--- src/rtl/stg_pkg.sv ---
package stg_pkg;
  typedef enum logic {TGT_A = 1'b0, TGT_B = 1'b1} stg_tgt_e;

  // halves exchange roles once the fill side is complete and the
  // consume side is either exhausted or giving up its final word now
  function automatic logic half_swap(input logic fill_full,
                                     input logic cons_empty,
                                     input logic cons_last);
    return fill_full && (cons_empty || cons_last);
  endfunction
endpackage

--- src/rtl/stg_pingpong.sv ---
module stg_pingpong #(
  parameter int DW    = 32,
  parameter int DEPTH = 8,
  localparam int CW   = $clog2(DEPTH + 1),
  localparam int AW   = (DEPTH > 1) ? $clog2(DEPTH) : 1
) (
  input  logic          clk,
  input  logic          rst_n,
  input  logic          wr_en,
  input  logic [DW-1:0] wr_data,
  output logic          wr_ready,
  input  logic          rd_en,
  output logic [DW-1:0] rd_data,
  output logic          rd_valid,
  output logic [CW-1:0] fill_cnt,
  output logic [CW-1:0] cons_left,
  output logic          swap
);
  import stg_pkg::*;
  localparam logic [CW-1:0] FULL = CW'(DEPTH);

  logic [DW-1:0] store [2][DEPTH];
  logic          fill_half;
  logic [AW-1:0] rd_ptr;
  logic          wr_fire, rd_fire, rd_last;

  assign wr_ready = (fill_cnt != FULL);
  assign rd_valid = (cons_left != '0);
  assign wr_fire  = wr_en && wr_ready;
  assign rd_fire  = rd_en && rd_valid;
  assign rd_last  = rd_fire && (cons_left == CW'(1));
  assign swap     = half_swap(fill_cnt == FULL, cons_left == '0, rd_last);
  assign rd_data  = store[~fill_half][rd_ptr];

  always_ff @(posedge clk) begin
    if (wr_fire) store[fill_half][fill_cnt[AW-1:0]] <= wr_data;
  end

  always_ff @(posedge clk) begin
    if (!rst_n) begin
      fill_half <= 1'b0;
      fill_cnt  <= '0;
      cons_left <= '0;
      rd_ptr    <= '0;
    end else if (swap) begin
      fill_half <= ~fill_half;
      fill_cnt  <= '0;
      cons_left <= FULL;
      rd_ptr    <= '0;
    end else begin
      if (wr_fire) fill_cnt <= fill_cnt + CW'(1);
      if (rd_fire) begin
        cons_left <= cons_left - CW'(1);
        rd_ptr    <= rd_ptr + AW'(1);
      end
    end
  end
endmodule

--- src/rtl/stg_fwd_ctrl.sv ---
module stg_fwd_ctrl #(
  parameter int DEPTH = 8,
  localparam int CW   = $clog2(DEPTH + 1)
) (
  input  logic          clk,
  input  logic          rst_n,
  input  logic          fwd_req,
  input  logic          fwd_sel,
  input  logic [CW-1:0] z_cons_left,
  input  logic [CW-1:0] a_fill_cnt,
  input  logic [CW-1:0] b_fill_cnt,
  output logic          fwd_go,
  output logic          fwd_to_b,
  output logic          fwd_busy,
  output logic          wb_hold
);
  import stg_pkg::*;
  localparam logic [CW-1:0] FULL = CW'(DEPTH);

  stg_tgt_e tgt_q;
  logic     tgt_empty, start, last;

  assign fwd_to_b  = fwd_busy ? (tgt_q == TGT_B) : fwd_sel;
  assign tgt_empty = fwd_to_b ? (b_fill_cnt == '0) : (a_fill_cnt == '0);
  assign start     = fwd_req && !fwd_busy && (z_cons_left == FULL) && tgt_empty;
  assign fwd_go    = start || fwd_busy;
  assign last      = fwd_go && (z_cons_left == CW'(1));
  assign wb_hold   = fwd_busy || (fwd_req && (z_cons_left == FULL));

  always_ff @(posedge clk) begin
    if (!rst_n) begin
      fwd_busy <= 1'b0;
      tgt_q    <= TGT_A;
    end else if (last) begin
      fwd_busy <= 1'b0;
    end else if (start) begin
      fwd_busy <= 1'b1;
      tgt_q    <= fwd_sel ? TGT_B : TGT_A;
    end
  end
endmodule

--- src/rtl/operand_stager.sv ---
module operand_stager #(
  parameter int DW    = 32,
  parameter int DEPTH = 8
) (
  input  logic          clk,
  input  logic          rst_n,
  input  logic          mem_a_valid,
  input  logic [DW-1:0] mem_a_data,
  output logic          mem_a_ready,
  input  logic          mem_b_valid,
  input  logic [DW-1:0] mem_b_data,
  output logic          mem_b_ready,
  output logic          op_valid,
  output logic [DW-1:0] op_a,
  output logic [DW-1:0] op_b,
  input  logic          op_ready,
  input  logic          res_valid,
  input  logic [DW-1:0] res_data,
  output logic          res_ready,
  output logic          wb_valid,
  output logic [DW-1:0] wb_data,
  input  logic          wb_ready,
  input  logic          fwd_req,
  input  logic          fwd_sel
);
  localparam int CW = $clog2(DEPTH + 1);

  logic          a_wr_en, b_wr_en, a_wr_ready, b_wr_ready;
  logic [DW-1:0] a_wr_data, b_wr_data;
  logic          a_rd_valid, b_rd_valid, z_rd_valid, z_rd_en;
  logic [CW-1:0] a_fcnt, b_fcnt, z_fcnt, a_cleft, b_cleft, z_cleft;
  logic          a_swap, b_swap, z_swap, op_fire;
  logic          fwd_go, fwd_to_b, fwd_busy, wb_hold;
  logic          a_fwd_we, b_fwd_we;

  // transfer writes into the target buffer
  assign a_fwd_we    = fwd_go && !fwd_to_b;
  assign b_fwd_we    = fwd_go &&  fwd_to_b;
  assign mem_a_ready = a_wr_ready && !a_fwd_we;
  assign mem_b_ready = b_wr_ready && !b_fwd_we;
  assign a_wr_en     = a_fwd_we || (mem_a_valid && mem_a_ready);
  assign b_wr_en     = b_fwd_we || (mem_b_valid && mem_b_ready);
  assign a_wr_data   = a_fwd_we ? wb_data : mem_a_data;
  assign b_wr_data   = b_fwd_we ? wb_data : mem_b_data;

  assign op_valid  = a_rd_valid && b_rd_valid;
  assign op_fire   = op_valid && op_ready;
  assign wb_valid  = z_rd_valid && !wb_hold;
  assign z_rd_en   = fwd_go || (wb_valid && wb_ready);

  stg_pingpong #(.DW(DW), .DEPTH(DEPTH)) u_buf_a (
    .clk, .rst_n,
    .wr_en(a_wr_en), .wr_data(a_wr_data), .wr_ready(a_wr_ready),
    .rd_en(op_fire), .rd_data(op_a), .rd_valid(a_rd_valid),
    .fill_cnt(a_fcnt), .cons_left(a_cleft), .swap(a_swap));

  stg_pingpong #(.DW(DW), .DEPTH(DEPTH)) u_buf_b (
    .clk, .rst_n,
    .wr_en(b_wr_en), .wr_data(b_wr_data), .wr_ready(b_wr_ready),
    .rd_en(op_fire), .rd_data(op_b), .rd_valid(b_rd_valid),
    .fill_cnt(b_fcnt), .cons_left(b_cleft), .swap(b_swap));

  stg_pingpong #(.DW(DW), .DEPTH(DEPTH)) u_buf_z (
    .clk, .rst_n,
    .wr_en(res_valid), .wr_data(res_data), .wr_ready(res_ready),
    .rd_en(z_rd_en), .rd_data(wb_data), .rd_valid(z_rd_valid),
    .fill_cnt(z_fcnt), .cons_left(z_cleft), .swap(z_swap));

  stg_fwd_ctrl #(.DEPTH(DEPTH)) u_fwd (
    .clk, .rst_n,
    .fwd_req, .fwd_sel,
    .z_cons_left(z_cleft), .a_fill_cnt(a_fcnt), .b_fill_cnt(b_fcnt),
    .fwd_go, .fwd_to_b, .fwd_busy, .wb_hold);
endmodule

--- config.mk ---
export PLATFORM = sky130hd
export DESIGN_NAME = operand_stager
export DESIGN_NICKNAME = d
export VERILOG_FILES = /design/src/rtl/stg_pkg.sv /design/src/rtl/stg_pingpong.sv /design/src/rtl/stg_fwd_ctrl.sv /design/src/rtl/operand_stager.sv
export SDC_FILE = /design/constraint.sdc
export NUM_CORES = 2
export LEC_CHECK = 0
export BUFFER_PORTS_ARGS = -buffer_cell sky130_fd_sc_hd__buf_4
export CAP_MARGIN = 20
export CORE_MARGIN = 3
export CORE_UTILIZATION = 52
export DETAILED_ROUTE_END_ITERATION = 16
export PLACE_DENSITY = 0.69
export SLEW_MARGIN = 20
export SYNTH_ARGS = -nofsm -noshare
export SYNTH_HDL_FRONTEND = slang
export SYNTH_HIERARCHICAL = 1
export SYNTH_SLANG_ARGS = --single-unit
--- constraint.sdc ---
create_clock -name clk -period 16.2 [get_ports clk]
set_input_delay 0.81 -clock clk [delete_from_list [all_inputs] [get_ports clk]]
set_output_delay 0.81 -clock clk [all_outputs]
set_load 0.02 [all_outputs]
==> flow_summary.toml <==
[setup_path]
cp-end-kind = "primary output"
critPathKind = "flip-flop to primary output"
crit_required_ns = 15.39
path_max_fanout = 45
cp.arrival_ns = 4.74
crit_path_start_kind = "flip-flop"

[clocking]
numClockSinks = 1574
cts_resized = 0
numCtsBuffers = 154
htree_levels = 4
clock_path_buffers = 3
cts_setup_buffers = 0
holdBufCountCts = 0
cts_tree = "yes"
clk_pin_slew_ns = 0.06
cts_root_buffer = "clkbuf_16"
clock_latency_ns = 0.76

[finish]
finalNetCount = 3150
layout-drive-gt1-share = 0.326
n_fill_cell = 7994
area_growth_pct = 14.0

[drt]
finalWirelength_um = 147000
route.met2.wl_um = 72500
drt_iter0_drc = 3392
vias_per_cell = 6.32
wl_met3_um = 14100
post-route-drc-count = 0
postRouteAntennaNets = 0
via_count = 29500
highest_layer = "met5"
m1WireLength_um = 56700
routedWlPerCell_um = 31.5
first_pass_iters = 5

[placement]
place_congestion = 0.762
port_buffers = 205
dpl.hpwl_um = 80200

[synthesis]
async_reset_ff_frac = 0
synth_edf_count = 1536
yosysWarnings = 6
synth-seq-area-share = 0.773
ys_types = 48
syn_inst = 2739
synth_nets = 2862
synth_ff_type = "edfxtp_1"
syn_area_um2 = 60700
avgSynthCellArea_um2 = 22.2
ys_ff_latch = 1574

[sta]
setup_viol = 0
fin_crit_sh = 0.343
skew_ns = 0.0319
rsz0062_at_grt = "no"
period_minus_slack_ns = 5.55
tightest_slew_ns = 1.10
hold-worst-slack_ns = 0.357
final-hold-violation-count = 0
slew_viol_final = 0
maxSlewHeadroom = 0.266
tns_ns = 0
fmax_ghz = 0.180

[global_routing]
antenna_found_initial = 15
grt_pass1_wl_um = 213000
grt_pass1_vias = 30600
track_usage = 0.247
overflow = 0
grt_max_degree = 99

[power]
powerDensity_nw_per_um2 = 116
worst_ir_drop_vdd_v = 0.0000922
leakagePower_nw = 21.8

[floorplan]
rows = 124
fp.dieArea_um2 = 121000
chipWidth_um = 348
core_area_um2 = 115000
initial_core_util = 0.527
pin_count = 206
die_y_um = 348

[status]
status = "completed"

[worst_hold_path]
hp-class = "input pin to flip-flop"

[run]
cap_viol_max_count = 0
[layout by cell type (no fill, tap or decap), types with 23 or more instances in the layout]
cell type,instances
clkbuf_16,156
buf_4,282
clkinv_1,41
clkbuf_1,32
a22oi_1,192
nor2_4,26
mux2_4,29
edfxtp_1,1536
dfxtp_1,32
nand2_1,127
mux4_2,384
nand3_1,23
mux2_2,36
clkinv_2,31
[final timing paths]
path | startpoint | end | slack [ns] | cells after the start
max | u_buf_z/fill_half | wb_data[0] | 10.65 | 6
min | res_data[8] | u_buf_z/store[1][200] | 0.36 | 1
max reg2reg | u_buf_z/fill_half | u_buf_a/store[0][0] | 11.67 | 6
min reg2reg | u_fwd/tgt_q | u_fwd/tgt_q | 0.51 | 2
[critical path: stages, from the launching register on]
cell     delay, ns
dfxtp_4       0.71
buf_4         0.78
buf_4         0.76
mux4_2        0.60
a22oi_1       0.23
nand2_1       0.45
buf_4         0.34
[cell usage after synthesis, drive strengths merged, types with 11 or more instances]
cell | n | area [um^2]
ha | 18 | 225
edfxtp | 1536 | 46100
a22oi | 192 | 1440
nor2 | 48 | 180
buf | 84 | 518
nand3 | 23 | 115
xor2 | 11 | 96.3
clkbuf | 70 | 263
dfxtp | 38 | 761
mux4 | 384 | 8650
nor4 | 16 | 158
a21oi | 19 | 95.1
nand2 | 128 | 483
nor3 | 13 | 76.3
inv | 17 | 63.8
mux2 | 65 | 841
[state kept, by name, summed over array words and instances, names as in the netlist, 4 cells and up]
name	count
u_buf_a/store	512
u_buf_b/store	512
u_buf_z/store	512
u_buf_a/cons_left	4
u_buf_a/fill_cnt	4
u_buf_b/cons_left	4
u_buf_b/fill_cnt	4
u_buf_z/cons_left	4
u_buf_z/fill_cnt	4
[area by class of cell]
type / count / area [um^2] / share of cell area
diodes: 8 / 20.0 / 0.000289
well taps: 1512 / 1890 / 0.0274
clock inverters: 93 / 689 / 0.00997
repair buffers: 286 / 2190 / 0.0316
clock buffers: 191 / 4070 / 0.0588
inverters: 19 / 71.3 / 0.00103
multi-input cells: 992 / 13300 / 0.193
flip-flops and latches: 1574 / 46900 / 0.678
[stage by stage]
step / power [mW] / area [um^2] / setup slack (ns) / util / cells
after floorplan: 4.67 / 60700 / 10.52 / - / 2739
after global placement: 4.75 / 64300 / 11.01 / 0.559 / 4381
after detailed placement: 4.76 / 64400 / 10.87 / 0.559 / 4382
after CTS: 8.07 / 69100 / 10.05 / 0.600 / 4666
after global routing: 8.26 / 69100 / 10.29 / 0.601 / 4669
final: 8.01 / 69200 / 10.65 / 0.601 / 4675
[where the power goes]
group          total, mW  switching [mW]  internal (mW)
clock               3.34            1.47           1.87
sequential          4.53          0.0136           4.52
combinational      0.141           0.106         0.0345
total               8.01            1.59           6.42
[routing by layer]
metal,vias to the layer above,GRT usage
li1,12200,-
met1,15700,0.338
met2,1438,0.396
met3,224,0.0645
met4,10,0.0777
met5,-,0
[cells by family after synthesis]
group | after synthesis | synth area share
AO/OA/AOI/OAI | 224 | 0.0271
flip-flops | 1574 | 0.773
multiplexers | 451 | 0.157
buffers and inverters | 173 | 0.0140
adder cells (fa/ha/maj) | 18 | 0.00371
AND/OR/NAND/NOR | 279 | 0.0227
XOR/XNOR | 20 | 0.00289
Power figures use the tool's default switching activity.
